### config.mk
export PLATFORM = sky130hd
export DESIGN_NAME = lpm_ctrl
export DESIGN_NICKNAME = d
export VERILOG_FILES = /design/src/rtl/lpm_ctrl.sv
export SDC_FILE = /design/constraint.sdc
export NUM_CORES = 1
export LEC_CHECK = 0
export ABC_AREA = 1
export BUFFER_PORTS_ARGS = -buffer_cell sky130_fd_sc_hd__buf_2
export CORE_UTILIZATION = 48
export DETAILED_ROUTE_END_ITERATION = 10
export PLACE_DENSITY_LB_ADDON = 0.3
export SLEW_MARGIN = 0
export SYNTH_ARGS = -nofsm -noshare
export SYNTH_HDL_FRONTEND = slang
export SYNTH_SLANG_ARGS = --single-unit
### constraint.sdc
create_clock -name clk -period 1.9 [get_ports clk]
set_clock_uncertainty 0.15 [all_clocks]
set_input_delay 0.285 -clock clk [delete_from_list [all_inputs] [get_ports clk]]
set_output_delay 0.285 -clock clk [all_outputs]
set_load 0.02 [all_outputs]
### src/rtl/lpm_ctrl.sv
module lpm_ctrl #(
  parameter int NPIN = 3,
  parameter int NTAMP = 3,
  parameter int NBANK = 3,
  parameter int PADW = 4,
  parameter int MODE_W = 3,
  parameter int STBY_MODE = 3,
  parameter int DEEP_MODE = 4,
  localparam int NCAUSE = NPIN + 5,
  localparam int BANK_W = (NBANK > 1) ? $clog2(NBANK) : 1,
  localparam int PADS = NBANK * PADW
) (
  input  logic              clk,
  input  logic              rst_n,
  input  logic              wfi_req,
  input  logic              wfe_req,
  input  logic              isr_ret,
  input  logic              deep_en,
  input  logic              exit_on_ret,
  input  logic [MODE_W-1:0] mode_sel,
  input  logic              irq_pend,
  input  logic              evt_pend,
  input  logic              pvd_flag,
  input  logic              rfbusy_flag,
  input  logic              rf_irq,
  input  logic              timer_flag,
  input  logic [NTAMP-1:0]  tamp_flag,
  input  logic [NPIN-1:0]   pin_in,
  input  logic [NPIN-1:0]   pin_en,
  input  logic [NPIN-1:0]   pin_pol,
  input  logic [NPIN-1:0]   pin_clr,
  input  logic              timer_evt,
  input  logic              tamp_evt,
  input  logic              ext_rst,
  input  logic              wdg_rst,
  input  logic              bor_rst,
  input  logic              cfg_we,
  input  logic [BANK_W-1:0] cfg_bank,
  input  logic [PADW-1:0]   cfg_pu,
  input  logic [PADW-1:0]   cfg_pd,
  input  logic [NCAUSE-1:0] wc_clr,
  output logic              reg_en,
  output logic              osc_en,
  output logic              bor_en,
  output logic              ret_clr,
  output logic              lp_active,
  output logic              lp_deep,
  output logic [PADS-1:0]   pad_pu,
  output logic [PADS-1:0]   pad_pd,
  output logic [NPIN-1:0]   pin_flag,
  output logic [NCAUSE-1:0] wake_cause
);

  typedef enum logic [1:0] {S_RUN, S_ENT, S_LP} st_t;
  typedef enum logic [1:0] {P_WFI, P_WFE, P_RET} path_t;

  st_t   st;
  path_t path_q;
  logic  deep_q;

  logic mode_ok, pins_idle, ret_idle;
  logic gate_wfi, gate_wfe, gate_ret, gate_hold;

  assign mode_ok   = mode_sel >= MODE_W'(STBY_MODE);
  assign pins_idle = ~|pin_flag;
  assign ret_idle  = ~pvd_flag & ~rfbusy_flag & ~rf_irq & ~timer_flag & ~|tamp_flag;
  assign gate_wfi  = deep_en & ~irq_pend;
  assign gate_wfe  = deep_en & ~evt_pend;
  assign gate_ret  = deep_en & exit_on_ret & ~irq_pend & ret_idle;

  always_comb begin
    unique case (path_q)
      P_WFI:   gate_hold = gate_wfi;
      P_WFE:   gate_hold = gate_wfe;
      default: gate_hold = gate_ret;
    endcase
  end

  logic [NPIN-1:0] sy1, sy2, sy3, pin_hit;

  assign pin_hit = pin_en & ((~pin_pol & sy2 & ~sy3) | (pin_pol & ~sy2 & sy3));

  always_ff @(posedge clk or negedge rst_n) begin
    if (!rst_n) begin
      sy1      <= '0;
      sy2      <= '0;
      sy3      <= '0;
      pin_flag <= '0;
    end else begin
      sy1      <= pin_in;
      sy2      <= sy1;
      sy3      <= sy2;
      pin_flag <= (pin_flag & ~pin_clr) | pin_hit;
    end
  end

  logic [NCAUSE-1:0] wake_src, wake_pick;
  logic in_lp, wake_now, exit_deep;

  assign in_lp     = st == S_LP;
  assign wake_src  = {bor_rst & ~deep_q, wdg_rst, ext_rst, tamp_evt, timer_evt, pin_flag};
  assign wake_pick = wake_src & (~wake_src + NCAUSE'(1));
  assign wake_now  = in_lp & |wake_src;
  assign exit_deep = wake_now & deep_q;

  always_ff @(posedge clk or negedge rst_n) begin
    if (!rst_n) begin
      st     <= S_RUN;
      path_q <= P_WFI;
      deep_q <= 1'b0;
    end else begin
      unique case (st)
        S_RUN: begin
          if (mode_ok && pins_idle) begin
            if (wfi_req && gate_wfi) begin
              path_q <= P_WFI;
              st     <= S_ENT;
            end else if (wfe_req && gate_wfe) begin
              path_q <= P_WFE;
              st     <= S_ENT;
            end else if (isr_ret && gate_ret) begin
              path_q <= P_RET;
              st     <= S_ENT;
            end
          end
        end
        S_ENT: begin
          if (mode_ok && pins_idle && gate_hold) begin
            st     <= S_LP;
            deep_q <= mode_sel >= MODE_W'(DEEP_MODE);
          end else begin
            st <= S_RUN;
          end
        end
        S_LP: if (wake_now) st <= S_RUN;
        default: st <= S_RUN;
      endcase
    end
  end

  always_ff @(posedge clk or negedge rst_n) begin
    if (!rst_n) begin
      wake_cause <= '0;
      ret_clr    <= 1'b0;
    end else begin
      ret_clr <= exit_deep;
      if (wake_now && wake_cause == '0) wake_cause <= wake_pick;
      else wake_cause <= wake_cause & ~wc_clr;
    end
  end

  logic [PADW-1:0] pu_q [NBANK];
  logic [PADW-1:0] pd_q [NBANK];

  always_ff @(posedge clk or negedge rst_n) begin
    if (!rst_n) begin
      for (int b = 0; b < NBANK; b++) begin
        pu_q[b] <= '0;
        pd_q[b] <= '0;
      end
    end else if (exit_deep) begin
      for (int b = 0; b < NBANK; b++) begin
        pu_q[b] <= '0;
        pd_q[b] <= '0;
      end
    end else if (cfg_we) begin
      for (int b = 0; b < NBANK; b++) begin
        if (cfg_bank == BANK_W'(b)) begin
          pu_q[b] <= cfg_pu;
          pd_q[b] <= cfg_pd;
        end
      end
    end
  end

  for (genvar b = 0; b < NBANK; b++) begin : g_pad
    assign pad_pu[b*PADW +: PADW] = in_lp ? pu_q[b] : '0;
    assign pad_pd[b*PADW +: PADW] = in_lp ? (pd_q[b] & ~pu_q[b]) : '0;
  end

  assign lp_active = in_lp;
  assign lp_deep   = in_lp & deep_q;
  assign reg_en    = ~in_lp;
  assign osc_en    = ~in_lp;
  assign bor_en    = ~(in_lp & deep_q);

endmodule

==> impl_metrics.ini <==
[floorplanning]
rows = 25
core_um2 = 4750
start_util = 0.501
io_pins = 96
die_w_um = 72.4
dieArea_um2 = 5240
dieHeight_um = 72.4

[global_routing]
grt_max_degree = 51
grt_use_total = 0.212
overflow = 0
antenna_found_initial = 0
grt_pass1_vias = 2061
grt_pass1_wl_mm = 8.77

[detailed_routing]
drc = 0
wl_mm = 5.22
via_per_inst = 4.81
wire_per_inst_um = 11.1
first_pass_iters = 4
drtIter0Drc = 133
vias = 2256
ant_nets = 0

[setup_path]
cpMaxStageDelayCell = dfrtp_1
path_cells = nor2_4 > inv_4 > nor2_1 > inv_1 > buf_2
worstSetupPathDepth = 5
worst_setup_path_start_kind = flop
path_max_fanout = 28
reg2reg_depth = 8
worst_ep_required_time_ns = 1.46
critPathKind = reg2out
max_stage_delay_ns = 0.42
crit_buf_inv = 3
rrSetupSlack_ns = 0.24
critPathLaunch = st[0]
cp-endpoint = bor_en
reg2reg_from = pin_flag[1]
cp.arrival_ns = 1.33
rr_endpoint = pd_q[3]
cpLargestDelayFamily = flip-flops
cp-end-kind = primary output

[placement]
portBuffers = 95
placed_area_um2 = 2940
place.gp.congestion = 0.835
hpwl_mm = 3.95
preCtsSetupSlack_ns = 0.205

[power_and_ir_drop]
leakage_nw = 1.77
cellPowerDensity_nw_per_um2 = 730
fin_total_pwr_w = 0.00226
vdd_drop_max_mv = 0.341

[timing]
layout_min_cycle_time_ns = 1.77
hold_slack_ns = 0.0335
fmax_mhz = 565
setup_violations = 0
drv_slew = 0
tightest_slew_ns = 0.343
fin_crit_sh = 0.931
relSlewSlack = 0.771
rsz0062_at_grt = no
fin_tns_setup_ns = 0
layout_setup_ws_ns = 0.131
timing.final.hold_violations = 0

[synth]
ys_seq_area_frac = 0.526
ys_types = 23
syn_avg_cell_area_um2 = 7.96
async_flop_share = 1.00
netlist_area_um2 = 2380
syn_inst = 299
yosys_warnings = 0
synth_edf_count = 0
synth-seq-cells = 50
synthesis.nets = 354
synth-main-ff-cell = dfrtp_1

[hold_path]
hold_class = in2reg

[cts]
htreeDepth = 2
tritoncts = built
cts_buffers = 5
clkTransAtPathRegs_ns = 0.08
clkLatencyLatePin_ns = 0.29
cts-root-buf = clkbuf_8
cts.path.max_buffers = 2
cts.sinks = 50

[finish]
syn2layout_area_growth_pct = 30.2
mostFrequentLayoutCells = buf_2 (95), nand2_1 (62), nand3_1 (61)
nets = 456
mostFrequentLayoutCell = buf_2
fin_area_um2 = 3100
diodes = 0
drive_gt1_frac = 0.296

[run]
maxCapViolations = 0

[run_status]
status = completed
## final cells by class
type / count / area [um^2]
Timing Repair Buffer: 103 / 571
Tap cell: 67 / 83.8
Multi-Input combinational cell: 198 / 920
Clock buffer: 8 / 110
Inverter: 43 / 164
Sequential cell: 50 / 1250
Fill cell: 440 / 1660
## repair_timing
item	4_1_cts	5_1_grt
endpoints found under the setup margin	1	2
resized for setup	1	1
setup buffers	0	0
endpoints found under the hold margin	53	0
hold buffers	4	0
## cells by family (layout without fill, tap and decap cells)
family / after synthesis / after routing / share of synthesized area
buffers and inverters: 51 / 154 / 0.0899
AOI/OAI and AO/OA: 19 / 19 / 0.0426
and+or+nand+nor: 179 / 179 / 0.342
DFF: 50 / 50 / 0.526
## state kept, by name, summed over array words and instances (netlist names)
register,flops
pd_q,12
pu_q,12
wake_cause,8
pin_flag,3
sy1,3
sy2,3
sy3,3
path_q,2
st,2
deep_q,1
ret_clr,1
## power breakdown
group	leakage [nW]	internal [W]	total [W]	switching (W)
Sequential	0.636	0.00117	0.00124	0.0000662
Clock	0.0575	0.000368	0.000691	0.000323
Combinational	1.07	0.000142	0.000335	0.000193
Total	1.77	0.00168	0.00226	0.000582
## worst min path at each step
| stage | start | end | slack (ns) | cells after the start |
|---|---|---|---|---|
| 2_1_floorplan | rst_n | deep_q | -0.16 | 0 |
| 3_3_place_gp | rst_n | wake_cause[3] | 0.14 | 2 |
| 3_5_place_dp | rst_n | wake_cause[3] | 0.14 | 2 |
| 4_1_cts | pin_clr[1] | pin_flag[1] | 0.03 | 2 |
| 5_1_grt | pin_clr[1] | pin_flag[1] | 0.02 | 2 |
| 6_report | pin_clr[1] | pin_flag[1] | 0.03 | 2 |
## cell usage after synthesis, types with 3 or more instances
| master | instances | share of area |
|---|---|---|
| inv_1 | 39 | 0.062 |
| o21ai_0 | 13 | 0.027 |
| a21oi_1 | 4 | 0.0084 |
| nand3_1 | 61 | 0.13 |
| dfrtp_1 | 50 | 0.53 |
| nor2_1 | 39 | 0.062 |
| inv_2 | 4 | 0.0063 |
| nand2_1 | 62 | 0.098 |
| buf_2 | 3 | 0.0063 |
| nand3b_1 | 3 | 0.0095 |
| nand4_1 | 3 | 0.0079 |
## per-stage QoR
step | utilization | cells
finish | 0.652 | 469
global route | 0.652 | 469
detailed placement | 0.619 | 457
CTS | 0.651 | 469
floorplan | - | 299
global placement | 0.619 | 457
## layer usage
layer,wire [um],vias to the layer above,global-route usage
li1,-,1151,-
met1,2490,1028,0.284
met2,2470,70,0.360
met3,224,7,0.0292
met4,45,0,0.0588
met5,0,-,0
Note: power is estimated with default switching activity, not from simulation.
